<file path="src/rtl/strmx_pkg.sv">
// Package: shared encodings, register offsets and types for the stream switch.
// Assumes byte addresses, one 32-bit register per 4-byte slot.
package strmx_pkg;

    // Per-input mode code held in bits [1:0] of an input control word
    typedef enum logic [1:0] {
        MODE_OFF  = 2'b00,
        MODE_PASS = 2'b01,
        MODE_OFFB = 2'b10,
        MODE_DROP = 2'b11
    } in_mode_e;

    // Per-output control word: enable in bit 8, source index in [7:0]
    typedef struct packed {
        logic       en;
        logic [7:0] src;
    } out_cfg_t;

    localparam int unsigned   SRC_W        = 8;
    localparam int unsigned   ADR_ID       = 'h00;
    localparam int unsigned   ADR_NIN      = 'h04;
    localparam int unsigned   ADR_NOUT     = 'h08;
    localparam int unsigned   ADR_STAT     = 'h10;
    localparam int unsigned   ADR_COMMIT   = 'h14;
    localparam int unsigned   ADR_IN_BASE  = 'h40;
    localparam int unsigned   ADR_OUT_BASE = 'h80;
    localparam logic [31:0]   ID_VALUE     = 32'h5C0A_7E11;

endpackage

</file>
<file path="src/rtl/strmx_regs.sv">
// Module: register file, staged/live routing sets and commit sequencing.
// Assumes at most one write per cycle; reads are combinational on cfg_addr.
// A switch starts on commit (or from a queued commit) and completes when the
// frame tracker reports every output idle; the snapshot then becomes live.
module strmx_regs
    import strmx_pkg::*;
#(
    parameter int N_IN      = 4,
    parameter int N_OUT     = 4,
    parameter int ADDR_W    = 8,
    parameter bit CTRL_LOCK = 1'b0
) (
    input  logic                    clk,
    input  logic                    rst_n,
    input  logic                    cfg_wr,
    input  logic [ADDR_W-1:0]       cfg_addr,
    input  logic [31:0]             cfg_wdata,
    output logic [31:0]             cfg_rdata,
    input  logic                    frames_idle,
    output in_mode_e [N_IN-1:0]     act_mode,
    output out_cfg_t [N_OUT-1:0]    act_out,
    output logic                    switching,
    output logic                    pending,
    output logic                    load
);

    in_mode_e [N_IN-1:0]  shd_mode;
    in_mode_e [N_IN-1:0]  snap_mode;
    out_cfg_t [N_OUT-1:0] shd_out;
    out_cfg_t [N_OUT-1:0] snap_out;
    logic [N_IN-1:0]      hit_in;
    logic [N_OUT-1:0]     hit_out;
    logic                 commit_wr;
    logic                 ctrl_wr;
    logic                 start;
    logic                 queued;

    // Decode writes to each input control slot
    for (genvar i = 0; i < N_IN; i++) begin : g_in
        assign hit_in[i] = !CTRL_LOCK && cfg_wr &&
                           (cfg_addr == ADDR_W'(ADR_IN_BASE + 4 * i));

        // Staged input mode register
        always_ff @(posedge clk) begin
            if (!rst_n)
                shd_mode[i] <= MODE_OFF;
            else if (hit_in[i])
                shd_mode[i] <= in_mode_e'(cfg_wdata[1:0]);
        end
    end

    // Decode writes to each output control slot
    for (genvar j = 0; j < N_OUT; j++) begin : g_out
        assign hit_out[j] = !CTRL_LOCK && cfg_wr &&
                            (cfg_addr == ADDR_W'(ADR_OUT_BASE + 4 * j));

        // Staged output selection register
        always_ff @(posedge clk) begin
            if (!rst_n)
                shd_out[j] <= '0;
            else if (hit_out[j])
                shd_out[j] <= out_cfg_t'(cfg_wdata[8:0]);
        end
    end

    assign commit_wr = cfg_wr && cfg_wdata[0] && (cfg_addr == ADDR_W'(ADR_COMMIT));
    assign ctrl_wr   = (|hit_in) || (|hit_out);
    assign load      = switching && frames_idle;
    assign start     = (commit_wr && (!switching || load)) || (load && queued);

    // Switch sequencing: running flag, queued commit and pending flag
    always_ff @(posedge clk) begin
        if (!rst_n) begin
            switching <= 1'b0;
            queued    <= 1'b0;
            pending   <= 1'b0;
        end else begin
            if (start)
                switching <= 1'b1;
            else if (load)
                switching <= 1'b0;

            if (commit_wr && switching && !load)
                queued <= 1'b1;
            else if (load)
                queued <= 1'b0;

            if (ctrl_wr)
                pending <= 1'b1;
            else if (start)
                pending <= 1'b0;
        end
    end

    // Snapshot of the staged set taken when a switch starts
    always_ff @(posedge clk) begin
        if (!rst_n) begin
            snap_mode <= '0;
            snap_out  <= '0;
        end else if (start) begin
            snap_mode <= shd_mode;
            snap_out  <= shd_out;
        end
    end

    // Live routing, loaded only when a switch completes
    always_ff @(posedge clk) begin
        if (!rst_n) begin
            act_mode <= '0;
            act_out  <= '0;
        end else if (load) begin
            act_mode <= snap_mode;
            act_out  <= snap_out;
        end
    end

    // Read data multiplexer; unmapped addresses return zero
    always_comb begin
        cfg_rdata = '0;
        if (cfg_addr == ADDR_W'(ADR_ID))
            cfg_rdata = ID_VALUE;
        if (cfg_addr == ADDR_W'(ADR_NIN))
            cfg_rdata = 32'(N_IN);
        if (cfg_addr == ADDR_W'(ADR_NOUT))
            cfg_rdata = 32'(N_OUT);
        if (cfg_addr == ADDR_W'(ADR_STAT))
            cfg_rdata = {30'b0, pending, !switching};
        for (int i = 0; i < N_IN; i++)
            if (cfg_addr == ADDR_W'(ADR_IN_BASE + 4 * i))
                cfg_rdata = {30'b0, shd_mode[i]};
        for (int j = 0; j < N_OUT; j++)
            if (cfg_addr == ADDR_W'(ADR_OUT_BASE + 4 * j))
                cfg_rdata = {23'b0, shd_out[j]};
    end

endmodule

</file>
<file path="src/rtl/strmx_frame_trk.sv">
// Module: per-output frame tracking.
// busy  : a frame has started on the output and its last beat is not yet taken.
// synced: a start-of-frame beat has passed since the last routing load.
// Assumes only start-of-frame beats can pass an unsynced output.
module strmx_frame_trk #(
    parameter int N_OUT = 4
) (
    input  logic             clk,
    input  logic             rst_n,
    input  logic [N_OUT-1:0] m_hs,
    input  logic [N_OUT-1:0] m_last,
    input  logic             load,
    output logic [N_OUT-1:0] busy,
    output logic [N_OUT-1:0] synced,
    output logic             frames_idle
);

    for (genvar j = 0; j < N_OUT; j++) begin : g_trk
        // Track the open frame on output j
        always_ff @(posedge clk) begin
            if (!rst_n)
                busy[j] <= 1'b0;
            else if (m_hs[j])
                busy[j] <= !m_last[j];
        end

        // Track frame alignment of output j after each routing load
        always_ff @(posedge clk) begin
            if (!rst_n)
                synced[j] <= 1'b0;
            else if (load)
                synced[j] <= 1'b0;
            else if (m_hs[j])
                synced[j] <= 1'b1;
        end
    end

    assign frames_idle = ~|busy;

endmodule

</file>
<file path="src/rtl/strmx_route.sv">
// Module: combinational crosspoint: output selection and input ready merge.
// Assumes the live routing is steady while any output is mid-frame.
// While a switch runs, only outputs that are mid-frame may move beats.
module strmx_route
    import strmx_pkg::*;
#(
    parameter int N_IN   = 4,
    parameter int N_OUT  = 4,
    parameter int DATA_W = 16
) (
    input  logic [N_IN-1:0]         s_valid,
    output logic [N_IN-1:0]         s_ready,
    input  logic [N_IN*DATA_W-1:0]  s_data,
    input  logic [N_IN-1:0]         s_last,
    input  logic [N_IN-1:0]         s_user,
    output logic [N_OUT-1:0]        m_valid,
    input  logic [N_OUT-1:0]        m_ready,
    output logic [N_OUT*DATA_W-1:0] m_data,
    output logic [N_OUT-1:0]        m_last,
    output logic [N_OUT-1:0]        m_user,
    input  in_mode_e [N_IN-1:0]     act_mode,
    input  out_cfg_t [N_OUT-1:0]    act_out,
    input  logic                    switching,
    input  logic [N_OUT-1:0]        busy,
    input  logic [N_OUT-1:0]        synced
);

    localparam int IDX_W = $clog2(N_IN);

    logic [N_OUT-1:0]            sel_ok;
    logic [N_OUT-1:0][IDX_W-1:0] sel;
    logic [N_OUT-1:0]            admit;
    logic [N_OUT-1:0]            gate;
    logic [N_OUT-1:0]            c_rdy;

    // Output side: pick the source, apply gating and frame alignment
    always_comb begin
        m_valid = '0;
        m_data  = '0;
        m_last  = '0;
        m_user  = '0;
        for (int j = 0; j < N_OUT; j++) begin
            sel_ok[j] = act_out[j].en && (act_out[j].src < SRC_W'(N_IN));
            sel[j]    = act_out[j].src[IDX_W-1:0];
            gate[j]   = !switching || busy[j];
            admit[j]  = synced[j] || s_user[sel[j]];
            m_valid[j] = sel_ok[j] && gate[j] && admit[j] &&
                         (act_mode[sel[j]] == MODE_PASS) && s_valid[sel[j]];
            m_data[j*DATA_W +: DATA_W] = s_data[int'(sel[j])*DATA_W +: DATA_W];
            m_last[j] = s_last[sel[j]];
            m_user[j] = s_user[sel[j]];
            c_rdy[j]  = gate[j] && (admit[j] ? m_ready[j] : 1'b1);
        end
    end

    // Input side: merge ready over every output that selects the input
    always_comb begin
        for (int i = 0; i < N_IN; i++) begin
            logic any_sel;
            logic all_rdy;
            any_sel = 1'b0;
            all_rdy = 1'b1;
            for (int j = 0; j < N_OUT; j++) begin
                if (sel_ok[j] && (sel[j] == IDX_W'(i))) begin
                    any_sel = 1'b1;
                    all_rdy = all_rdy && c_rdy[j];
                end
            end
            case (act_mode[i])
                MODE_DROP: s_ready[i] = 1'b1;
                MODE_PASS: s_ready[i] = any_sel && all_rdy;
                default:   s_ready[i] = 1'b0;
            endcase
        end
    end

endmodule

</file>
<file path="src/rtl/strmx_switch.sv">
// Module: top of the committed stream crosspoint switch.
// Assumes 2 <= N_IN <= 8 and 1 <= N_OUT <= 8; single clock, synchronous
// active-low reset. Stream paths are combinational from input to output.
module strmx_switch
    import strmx_pkg::*;
#(
    parameter int N_IN      = 4,
    parameter int N_OUT     = 4,
    parameter int DATA_W    = 16,
    parameter int ADDR_W    = 8,
    parameter bit CTRL_LOCK = 1'b0
) (
    input  logic                    clk,
    input  logic                    rst_n,
    input  logic                    cfg_wr,
    input  logic [ADDR_W-1:0]       cfg_addr,
    input  logic [31:0]             cfg_wdata,
    output logic [31:0]             cfg_rdata,
    input  logic [N_IN-1:0]         s_valid,
    output logic [N_IN-1:0]         s_ready,
    input  logic [N_IN*DATA_W-1:0]  s_data,
    input  logic [N_IN-1:0]         s_last,
    input  logic [N_IN-1:0]         s_user,
    output logic [N_OUT-1:0]        m_valid,
    input  logic [N_OUT-1:0]        m_ready,
    output logic [N_OUT*DATA_W-1:0] m_data,
    output logic [N_OUT-1:0]        m_last,
    output logic [N_OUT-1:0]        m_user
);

    in_mode_e [N_IN-1:0]  act_mode;
    out_cfg_t [N_OUT-1:0] act_out;
    logic                 switching;
    logic                 pending;
    logic                 load;
    logic                 frames_idle;
    logic [N_OUT-1:0]     busy;
    logic [N_OUT-1:0]     synced;

    strmx_regs #(
        .N_IN(N_IN), .N_OUT(N_OUT), .ADDR_W(ADDR_W), .CTRL_LOCK(CTRL_LOCK)
    ) u_regs (
        .clk(clk), .rst_n(rst_n), .cfg_wr(cfg_wr), .cfg_addr(cfg_addr),
        .cfg_wdata(cfg_wdata), .cfg_rdata(cfg_rdata), .frames_idle(frames_idle),
        .act_mode(act_mode), .act_out(act_out), .switching(switching),
        .pending(pending), .load(load)
    );

    strmx_frame_trk #(.N_OUT(N_OUT)) u_trk (
        .clk(clk), .rst_n(rst_n), .m_hs(m_valid & m_ready), .m_last(m_last),
        .load(load), .busy(busy), .synced(synced), .frames_idle(frames_idle)
    );

    strmx_route #(.N_IN(N_IN), .N_OUT(N_OUT), .DATA_W(DATA_W)) u_route (
        .s_valid(s_valid), .s_ready(s_ready), .s_data(s_data), .s_last(s_last),
        .s_user(s_user), .m_valid(m_valid), .m_ready(m_ready), .m_data(m_data),
        .m_last(m_last), .m_user(m_user), .act_mode(act_mode), .act_out(act_out),
        .switching(switching), .busy(busy), .synced(synced)
    );

endmodule

</file>
<file path="config.mk">
export PLATFORM = sky130hd
export DESIGN_NAME = strmx_switch
export DESIGN_NICKNAME = d
export VERILOG_FILES = /design/src/rtl/strmx_pkg.sv /design/src/rtl/strmx_regs.sv /design/src/rtl/strmx_frame_trk.sv /design/src/rtl/strmx_route.sv /design/src/rtl/strmx_switch.sv
export SDC_FILE = /design/constraint.sdc
export NUM_CORES = 1
export LEC_CHECK = 0
export CAP_MARGIN = 20
export CORE_MARGIN = 5
export CORE_UTILIZATION = 30
export CTS_BUF_LIST = sky130_fd_sc_hd__clkbuf_4 sky130_fd_sc_hd__clkbuf_8
export CTS_CLUSTER_SIZE = 30
export DETAILED_ROUTE_END_ITERATION = 8
export SETUP_SLACK_MARGIN = 0.02
export SYNTH_ARGS = -nofsm -noshare
export SYNTH_HDL_FRONTEND = slang
export SYNTH_SLANG_ARGS = --single-unit
</file>
<file path="constraint.sdc">
create_clock -name clk -period 6.45 [get_ports clk]
set_clock_uncertainty 0.1 [all_clocks]
set_input_delay 1.29 -clock clk [delete_from_list [all_inputs] [get_ports clk]]
set_output_delay 1.29 -clock clk [all_outputs]
set_load 0.02 [all_outputs]
</file>
==> run_results.csv <==
group,metric,value,unit
run_status,status,"completed",
die,dieArea,31200,µm²
die,die_w,177,µm
global_routing,antenna_found_initial,3,
final_layout,final_cell_mix,"nand2_1 (207), clkdlybuf4s50_1 (200), dfxtp_1 (139), a21oi_1 (104), mux4_2 (79)",
clock_network,cts_tree,"built",
detailed_routing,remaining_drc_errors,0,
sta,slew_viol_final,0,
place,dpl.hpwl,19100,µm
place,port_buffers,200,
worst_setup_path,end_kind,"output port",
place,dp.cells,1403,
worst_setup_path,slowest_delay,0.69,ns
worst_setup_path,start_kind,"primary input",
detailed_routing,routed_via_density,5.10,
detailed_routing,ant_nets,0,
worst_setup_path,cp.required,5.06,ns
clock_network,cts_inserted_buffers,17,
die,row_count,61,
sta,post-route-period-util,82.8,%
sta,whs,0.349,ns
global_routing,grt_use_total,16.5,%
final_layout,multi_input_area,4970,µm²
worst_setup_path,worstSetupPathType,"in -> out",
detailed_routing,drtIter0Drc,491,
worst_setup_path,crit_chain,"clkdlybuf4s50_1 -> mux4_2 -> o21bai_2 -> and2_1 -> o22ai_1 -> o41ai_2 -> clkdlybuf4s50_1",
worst_setup_path,cpMaxStageDelayCell,"clkdlybuf4s50_1",
worst_setup_path,path_buf_inv,2,
clock_network,cts_resized,0,
global_routing,grt_max_degree,76,
final_layout,nets,1168,
die,start_util,30.1,%
clock_network,path_clk_slew,0.09,ns
clock_network,cts.sink_count,143,
logic_synthesis,syn_area,8330,µm²
detailed_routing,vias,7336,
worst_setup_path,crit_fanout,4,
global_routing,grt_pass1_vias,7177,
logic_synthesis,avgSynthCellArea,9.32,µm²
detailed_routing,wirelength,26200,µm
die,die_y,177,µm
clock_network,h-tree-depth,4,
flow_run,drv_cap,0,
logic_synthesis,synth_cells,894,
final_layout,drive_above_1_share,14.4,%
final_layout,final_common_cell,"nand2_1",
sta,slew_headroom,26.1,%
logic_synthesis,synthArstFlopShare,0,%
logic_synthesis,yosysUniqueCellTypes,63,
logic_synthesis,synth.area.top_cells,"dfxtp_1 (34%), mux4_2 (21%), nand2_1 (9.3%)",
final_layout,fill_cells,2796,
worst_setup_path,crit_family,"buffers and inverters",
final_layout,fin_util,39.5,%
place,gp_congestion,0.864,
final_layout,area_delta_synth_final,31.0,%
sta,finalSetupViolCount,0,
logic_synthesis,synth_top_area_cell,"dfxtp_1",
worst_setup_path,worstPathArrival,3.95,ns
final_layout,finalNonFillerCells,1439,
final_layout,seqCellArea,2870,µm²
sta,hold_viol,0,
global_routing,grt_pass1_wl,40900,µm
clock_network,cts_hold_buf,0,
die,boundaryPins,235,
logic_synthesis,ys_seq_area_share,34.4,%
logic_synthesis,yosysTopAreaCellShare,34.4,%
global_routing,grt_overflow,0,
clock_network,clockRootBuffer,"clkbuf_8",
logic_synthesis,synth-edff-count,0,
logic_synthesis,ys_ff_latch,143,
worst_hold_path,hold_class,"reg -> reg",
logic_synthesis,yosysWarnings,0,
die,coreArea,27600,µm²
clock_network,insertion_delay,0.46,ns
clock_network,clockBufferDepth,2,
pwr,powerDensity,173,nW/µm²
sta,tightest_slew,1.11,ns
sta,fin_crit,5.34,ns
worst_setup_path,crit_top_cell,"clkdlybuf4s50_1",
logic_synthesis,synth_ff_type,"dfxtp_1",
pwr,p_leak,3.68,nW
sta,rsz0062_at_grt,"false",
sta,fmax,0.187,GHz
sta,finalSetupTns,0,ns
detailed_routing,drt_pass1_iterations,5,
pwr,peakVddDrop,0.0959,mV
clock_network,cts_setup_buffers,0,
detailed_routing,detail_route.wl_per_cell,18.2,µm
==> report_power, final <==
group / switching [mW] / internal, mW / total (mW)
logic: 0.120 / 0.137 / 0.257
registers: 0.000395 / 0.882 / 0.883
clock network: 0.387 / 0.362 / 0.750
total: 0.508 / 1.38 / 1.89
==> state kept, by name (all words and copies together) (netlist names) <==
signal / count
u_regs.act_mode: 8
u_regs.act_out: 36
u_regs.snap_mode: 8
u_trk.busy: 4
u_regs.switching: 1
u_trk.synced: 4
u_regs.shd_mode: 8
u_regs.pending: 1
u_regs.queued: 1
u_regs.snap_out: 36
u_regs.shd_out: 36
==> path summary, 6_finish.rpt <==
check	startpoint	endpoint	slack, ns	cells past startpoint
min	u_regs.snap_out[0]	u_regs.act_out[0]	0.35	2
max	s_user[3]	s_ready[2]	1.11	7
min reg2reg	u_regs.snap_out[0]	u_regs.act_out[0]	0.35	2
max reg2reg	u_trk.busy[0]	u_regs.snap_out[26]	3.83	4
==> tightest hold or removal path, cell delays in order, from the launching register on <==
cell and delay (ns):
dfxtp_1 0.32, nand2_1 0.05, a21oi_1 0.05
==> logic make-up after synthesis <==
kind of cell	Yosys count	synth area share [%]
XOR/XNOR	1	0.105
buffers and inverters	103	6.36
other	1	0.0450
multiplexers	129	27.4
AO/OA/AOI/OAI	158	11.4
AND/OR/NAND/NOR	359	20.3
flip-flops	143	34.4
==> Yosys cell counts (all sizes together), types with 5 or more instances <==
master,number
nor2,60
inv,10
a211oi,5
o22ai,5
nor4,7
and2,8
buf,63
o21ai,9
dfxtp,143
clkbuf,30
mux2i,47
nor4b,7
nor3,9
nand4b,5
nand4,9
mux4,79
nand3,13
nand2,207
nand2b,8
a21oi,104
==> cell type report <==
type | instances | share of cell area, %
repair buffers | 215 | 19.6
multi-input cells | 658 | 45.6
well taps | 378 | 4.33
flip-flops and latches | 143 | 26.3
clock buffers | 18 | 2.21
diodes | 3 | 0.0688
inverters | 10 | 0.356
clock inverters | 14 | 1.58
==> metal layers <==
| layer | part of all wire [%] | global-route usage (%) | up-vias |
|---|---|---|---|
| met4 | 2.4 | 5.45 | 0 |
| met5 | 0 | 0 | - |
| met1 | 46 | 23.0 | 3486 |
| li1 | - | - | 3516 |
| met2 | 44 | 25.1 | 306 |
| met3 | 7.4 | 4.23 | 28 |
==> stage by stage <==
stage | worst slack (ns) | area [µm²] | power, mW
4_1_cts | 1.09 | 10900 | 1.90
2_1_floorplan | 1.58 | 8370 | 1.02
3_5_place_dp | 1.10 | 10500 | 1.16
5_1_grt | 0.953 | 10900 | 1.97
6_report | 1.11 | 10900 | 1.89
3_3_place_gp | 1.08 | 10500 | 1.16
No activity file was read; power rests on OpenSTA's default activity.
